`src/rtl/snd_irq_pkg.sv`:
```
package snd_irq_pkg;
  localparam int CTRL_W   = 16;
  localparam int N_LINES  = 4;
  localparam int LINE_LSB = 7;
  localparam int LVL_W    = 3;

  function automatic logic [LVL_W-1:0] lvl_code(input int idx);
    case (idx)
      0:       lvl_code = LVL_W'(1);
      1:       lvl_code = LVL_W'(2);
      2:       lvl_code = LVL_W'(4);
      default: lvl_code = LVL_W'(6);
    endcase
  endfunction
endpackage

```
`src/rtl/irq_ack_pick.sv`:
```
module irq_ack_pick #(
  parameter int N = 4
) (
  input  logic [N-1:0] falling_i,
  output logic [N-1:0] clr_o
);
  // lowest index wins: isolate least significant set bit
  always_comb begin
    clr_o = falling_i & (~falling_i + N'(1));
  end
endmodule

```
`src/rtl/irq_line.sv`:
```
module irq_line (
  input  logic clk,
  input  logic rst_n,
  input  logic set_i,
  input  logic clr_i,
  output logic pend_o
);
  logic pend_d;

  always_comb begin
    pend_d = pend_o;
    if (clr_i)      pend_d = 1'b0;
    else if (set_i) pend_d = 1'b1;
  end

  always_ff @(posedge clk or negedge rst_n) begin
    if (!rst_n) pend_o <= 1'b0;
    else        pend_o <= pend_d;
  end
endmodule

```
`src/rtl/irq_lvl_enc.sv`:
```
module irq_lvl_enc
  import snd_irq_pkg::*;
#(
  parameter int N = N_LINES
) (
  input  logic [N-1:0]     pend_i,
  output logic [LVL_W-1:0] lvl_o
);
  always_comb begin
    lvl_o = '0;
    for (int i = 0; i < N; i++) begin
      if (pend_i[i]) lvl_o = lvl_code(i);
    end
  end
endmodule

```
`src/rtl/snd_irq_ctl.sv`:
```
module snd_irq_ctl
  import snd_irq_pkg::*;
(
  input  logic              clk,
  input  logic              rst_n,
  input  logic              wr_en,
  input  logic [CTRL_W-1:0] wr_data,
  input  logic              ata_irq_i,
  input  logic [N_LINES-2:0] req_i,
  output logic [CTRL_W-1:0] ctrl_o,
  output logic [N_LINES-1:0] pend_o,
  output logic [LVL_W-1:0]  irq_lvl_o
);
  logic [CTRL_W-1:0]  ctrl_q, ctrl_d;
  logic               ata_q, ata_d;
  logic [N_LINES-1:0] line_en, falling, clr, raw_req, set_req;

  assign line_en = ctrl_q[LINE_LSB +: N_LINES];

  always_comb begin
    ctrl_d  = wr_en ? wr_data : ctrl_q;
    ata_d   = ata_irq_i;
    falling = wr_en ? (line_en & ~wr_data[LINE_LSB +: N_LINES]) : '0;
    raw_req = {ata_irq_i & ~ata_q, req_i};
    set_req = raw_req & line_en;
  end

  always_ff @(posedge clk or negedge rst_n) begin
    if (!rst_n) begin
      ctrl_q <= '0;
      ata_q  <= 1'b0;
    end else begin
      ctrl_q <= ctrl_d;
      ata_q  <= ata_d;
    end
  end

  irq_ack_pick #(.N(N_LINES)) u_pick (.falling_i(falling), .clr_o(clr));

  for (genvar g = 0; g < N_LINES; g++) begin : g_line
    irq_line u_line (
      .clk(clk), .rst_n(rst_n),
      .set_i(set_req[g]), .clr_i(clr[g]),
      .pend_o(pend_o[g])
    );
  end

  irq_lvl_enc #(.N(N_LINES)) u_enc (.pend_i(pend_o), .lvl_o(irq_lvl_o));

  assign ctrl_o = ctrl_q;
endmodule

```
`config.mk`:
```
export PLATFORM = sky130hd
export DESIGN_NAME = snd_irq_ctl
export DESIGN_NICKNAME = d
export VERILOG_FILES = /design/src/rtl/snd_irq_pkg.sv /design/src/rtl/irq_ack_pick.sv /design/src/rtl/irq_line.sv /design/src/rtl/irq_lvl_enc.sv /design/src/rtl/snd_irq_ctl.sv
export SDC_FILE = /design/constraint.sdc
export NUM_CORES = 1
export LEC_CHECK = 0
export BUFFER_PORTS_ARGS = -buffer_cell sky130_fd_sc_hd__buf_2
export CAP_MARGIN = 20
export CORE_AREA = 2 2 50 52
export CTS_CLUSTER_DIAMETER = 200
export DETAILED_ROUTE_END_ITERATION = 8
export DIE_AREA = 0 0 52 54
export GPL_TIMING_DRIVEN = 0
export PLACE_DENSITY = 0.73
export SLEW_MARGIN = 30
export SYNTH_ARGS = -nofsm -noshare
export SYNTH_HDL_FRONTEND = slang
export SYNTH_SLANG_ARGS = --single-unit
```
`constraint.sdc`:
```
create_clock -name clk -period 1.55 [get_ports clk]
set_clock_uncertainty 0.2 [all_clocks]
set_input_delay 0.0775 -clock clk [delete_from_list [all_inputs] [get_ports clk]]
set_output_delay 0.0775 -clock clk [all_outputs]
set_load 0.01 [all_outputs]
```
# == After elaboration in Yosys (flattened, before gate mapping) ==
# Index checks and enable logic that the tools add are counted.
# op_classes
add_sub_neg,1
n_mux,13
bitwise,7
reduce_logical,4
# op_table
operator,n
$and 4x4->4,3
$mux 1,9
$not 4->4,2
$reduce_bool 2->1,4
$mux 3,2
$add 4x1->4 const B,1
$mux 4,1
$mux 2,1
$and 1x1->1,1
$not 1->1,1
# word_totals
ff_bits,21
elab_cells,31

# == Longest topological paths before layout ==
# logic_depth
depth_word,7
ltp_mapped,3
ltp_nobuf,3

# == By module ==
# Synthesis repeated with hierarchy kept, for this count alone.
# hier_totals
cells_unflattened,59
hier_area_um2,959.7
# modules_own_cells
module,n_inst,cells_per_inst,area_per_inst_um2
snd_irq_ctl,1,43,750.7
irq_line,4,2,35.0
irq_ack_pick,1,4,36.3
irq_lvl_enc,1,4,32.5

# == Worst setup path before layout ==
# No wires, ideal clock.
# synth_timing
path_kind,reg-to-output
start,register g_line[2].u_line.pend_o
end,output irq_lvl_o[0]
t_arrival_ns,0.896
setup_slack_ns,0.377
path_stages_with_launch,3
cell_sequence,dfrtp_1 -> or2_1 -> nor3b_2
# synth_between
elab_chain_cells,2
# synth_rtl
element,line,text
start: declaration,irq_line.sv:6,output logic pend_o
start signal: assignment,irq_line.sv:18,else pend_o <= pend_d;
$mux 3 (2 in series),irq_lvl_enc.sv:12,if (pend_i[i]) lvl_o = lvl_code(i);
end: declaration,snd_irq_ctl.sv:12,output logic [LVL_W-1:0] irq_lvl_o
# No other way between the ends.

# == Worst setup path after layout ==
# layout_timing
start,input wr_data[0]
end,"register ctrl_q[0], in the netlist ctrl_o[0]"
# layout_rtl
element,line,text
start: declaration,snd_irq_ctl.sv:7,"input logic [CTRL_W-1:0] wr_data,"
end signal: assignment,snd_irq_ctl.sv:33,ctrl_q <= ctrl_d;
end: declaration,snd_irq_ctl.sv:14,"logic [CTRL_W-1:0] ctrl_q, ctrl_d;"
# No word-level cell between the ends.

==> impl_metrics.sql <==
INSERT INTO impl_metrics (metric_group, metric, value, unit) VALUES
('setup_path', 'crit_start', 'wr_data[0]', ''),
('power_and_ir_drop', 'worst_ir_drop_vdd', '440.0', 'uV'),
('cells_and_area', 'diodes', '0', ''),
('floorplan', 'floorplan.initialDensity', '40.61', '%'),
('timing', 'final_hold_violations', '0', ''),
('synth', 'post_synth_simple_gate_area', '5.046', '%'),
('synth', 'postSynthCellCount', '62', ''),
('placement', 'dp_hpwl', '1443', 'um'),
('drt', 'wl_per_cell', '14.39', 'um'),
('timing', 'min_period', '1531', 'ps'),
('synth', 'synth-warning-count', '0', ''),
('synth', 'avg_synthesized_cell_area', '15.20', 'sq um'),
('setup_path', 'worstPathArrival', '1520', 'ps'),
('global_routing', 'grt_usage', '18.88', '%'),
('clock_network', 'clock_insertion_delay_worst_skew', '300', 'ps'),
('floorplan', 'die_height', '54', 'um'),
('clock_network', 'cts_inserted_buffers', '3', ''),
('global_routing', 'grt_antenna_before_repair', '0', ''),
('clock_network', 'cts_tree', 'done', ''),
('setup_path', 'path_max_fanout', '1', ''),
('drt', 'routed_via_density', '4.532', ''),
('floorplan', 'total_i_o_pin_count', '46', ''),
('placement', 'port_buffers', '44', ''),
('drt', 'dr.pass1.iters', '3', ''),
('drt', 'top_signal_layer_used', 'met4', ''),
('cells_and_area', 'utilization', '66.88', '%'),
('timing', 'final.setup.worst_slack', '18.91', 'ps'),
('setup_path', 'reg2reg_from', 'ctrl_o[14]', ''),
('timing', 'timing.final.max_slew_violations', '0', ''),
('drt', 'wl_met2', '1440', 'um'),
('timing', 'period_share', '98.78', '%'),
('drt', 'drc_violations_left', '0', ''),
('drt', 'drtIter0Drc', '4', ''),
('cells_and_area', 'layout-area-overhead-vs-synth', '64.67', '%'),
('setup_path', 'worstSetupStartpointType', 'input port', ''),
('synth', 'synth_compound_gate_area_share', '6.507', '%'),
('run_status', 'status', 'finished clean', ''),
('clock_network', 'clock_tree.buffer_depth', '2', ''),
('floorplan', 'die_w', '52', 'um'),
('clock_network', 'cts.reportedPaths.clkPinSlew', '120', 'ps'),
('clock_network', 'number_of_sinks_handled_by_clock_tree_synthesis', '21', ''),
('global_routing', 'globalRouteOverflowTotal', '0', ''),
('power_and_ir_drop', 'power_density', '868.6', 'mW/mm^2'),
('synth', 'post_synth_fa_ha_maj_area_fraction', '0', '%'),
('setup_path', 'reg2reg_depth', '2', ''),
('setup_path', 'critical_path.max_stage_delay', '550', 'ps'),
('synth', 'synth.top_cell.area_share', '55.78', '%'),
('setup_path', 'ff2ff_setup_slack', '20', 'ps'),
('setup_path', 'critPathRequiredTime', '1540', 'ps'),
('drt', 'ant_nets', '0', ''),
('drt', 'num_vias', '784', ''),
('synth', 'yosysTopAreaCell', 'dfrtp_1', ''),
('placement', 'routabilityCongestion', '0.6987', ''),
('timing', 'setup_repair_after_global_routing_missed_its_margin', 'yes', ''),
('drt', 'met1_length', '940', 'um'),
('global_routing', 'wire_length_of_the_first_global_routing_pass', '3698', 'um'),
('floorplan', 'design.die.area', '0.002808', 'sq mm'),
('floorplan', 'row_count', '18', ''),
('synth', 'post_synth_instance_area', '942.2', 'sq um'),
('min_path', 'min_path_type', 'input port to asynchronous set/reset pin', ''),
('power_and_ir_drop', 'power.static_leakage', '0.7845', 'nW'),
('synth', 'combinational_family_with_the_most_area_after_synthesis', 'multiplexers', ''),
('clock_network', 'htree_num_levels', '1', ''),
('synth', 'synth.ff_latch_count', '21', ''),
('setup_path', 'critical-path-slowest-cell', 'dlygate4sd3_1', ''),
('setup_path', 'criticalPathCategory', 'input port to register', ''),
('setup_path', 'element_type_at_the_critical_path_end', 'register', ''),
('clock_network', 'clock_root_buffer', 'clkbuf_4', ''),
('global_routing', 'largest_net_degree_at_the_start_of_global_routing', '22', ''),
('setup_path', 'crit_chain', 'dlygate4sd3_1, buf_2, mux2_4, dlygate4sd3_1', ''),
('synth', 'sequential_cell_area_fraction_in_the_yosys_report', '55.78', '%');
## layout by cell type (no fill, tap or decap)
master / count
buf_2: 44
dlygate4sd3_1: 31
dfrtp_1: 21
mux2_4: 16
buf_4: 6
inv_1: 4
a21oi_1: 3
a41oi_1: 3
clkbuf_4: 3
buf_6: 2
nand2_1: 2
a31oi_1: 2
or2_1: 1
nor2b_4: 1
nor3b_1: 1
a21o_1: 1
nor3b_2: 1
clkbuf_1: 1
## sequential cells by signal, summed over array words and instances, names as in the netlist
| name | count |
|---|---|
| g_line.u_line.pend_o | 4 |
| ata_q | 1 |
| ctrl_o | 16 |
## area by class of cell
cell class,count,area [sq um]
Buffer,6,52.55
Clock buffer,4,26.28
Fill cell,172,768.2
Inverter,4,15.01
Multi-Input combinational cell,31,349.1
Sequential cell,21,525.5
Tap cell,30,37.54
Timing Repair Buffer,77,545.5
## timing repair
item	4_1_cts	5_1_grt
buffers inserted	2	0
setup endpoints to repair	1	5
cloned	0	0
hold buffers	33	2
hold endpoints to repair	42	4
gates resized for setup	0	0
## cells in the mapped netlist (all sizes together)
master  number
nor2b        1
nor3b        2
buf          6
dfrtp       21
inv          4
a21oi        3
a31oi        2
a21o         1
a41oi        3
mux2        16
or2          1
nand2        2
## per-stage QoR
| stage | cell area, sq um | std cells | hold slack [ps] | setup TNS (ps) | power (mW) |
|---|---|---|---|---|---|
| 6_report | 1551 | 173 | 44.46 | 0 | 1.348 |
| 4_1_cts | 1572 | 175 | 64.95 | 0 | 1.348 |
| 3_5_place_dp | 1200 | 136 | -141.6 | 0 | 0.9929 |
| 2_1_floorplan | 942.2 | 62 | -418.1 | 0 | 0.8574 |
| 5_1_grt | 1551 | 173 | 88.33 | -44.77 | 1.423 |
| 3_3_place_gp | 1200 | 136 | -149.9 | 0 | 0.9790 |
## where the power goes
| group | internal [mW] | leakage [nW] | switching [mW] |
|---|---|---|---|
| clock | 0.100 | 0.0150 | 0.167 |
| sequential | 0.611 | 0.241 | 0.0488 |
| combinational | 0.260 | 0.528 | 0.160 |
| total | 0.971 | 0.784 | 0.377 |
## worst max-delay path: cells and delay by family
family	cells	cell delay (ps)
buffers and inverters	3	1200
muxes	1	240
## worst paths after layout
check	endpoint
min in group clk	ata_q
worst max register to register	ctrl_o[14]
worst min-delay path	ctrl_o[8]
worst min register to register	ctrl_o[3]
max in group asynchronous	ctrl_o[12]
worst max-delay path	ctrl_o[0]
## cells by family after synthesis
| kind of cell | count (synthesis) |
|---|---|
| buffers and inverters | 10 |
| DFF | 21 |
| AOI/OAI and AO/OA | 9 |
| and+or+nand+nor | 6 |
| muxes | 16 |
## metal layers
metal | vias to the layer above | global-route usage, %
met4 | 0 | 7.895
met2 | 24 | 38.61
met5 | - | 0
met3 | 2 | 1.667
met1 | 384 | 19.33
li1 | 374 | -
Power figures use the tool's default switching activity.
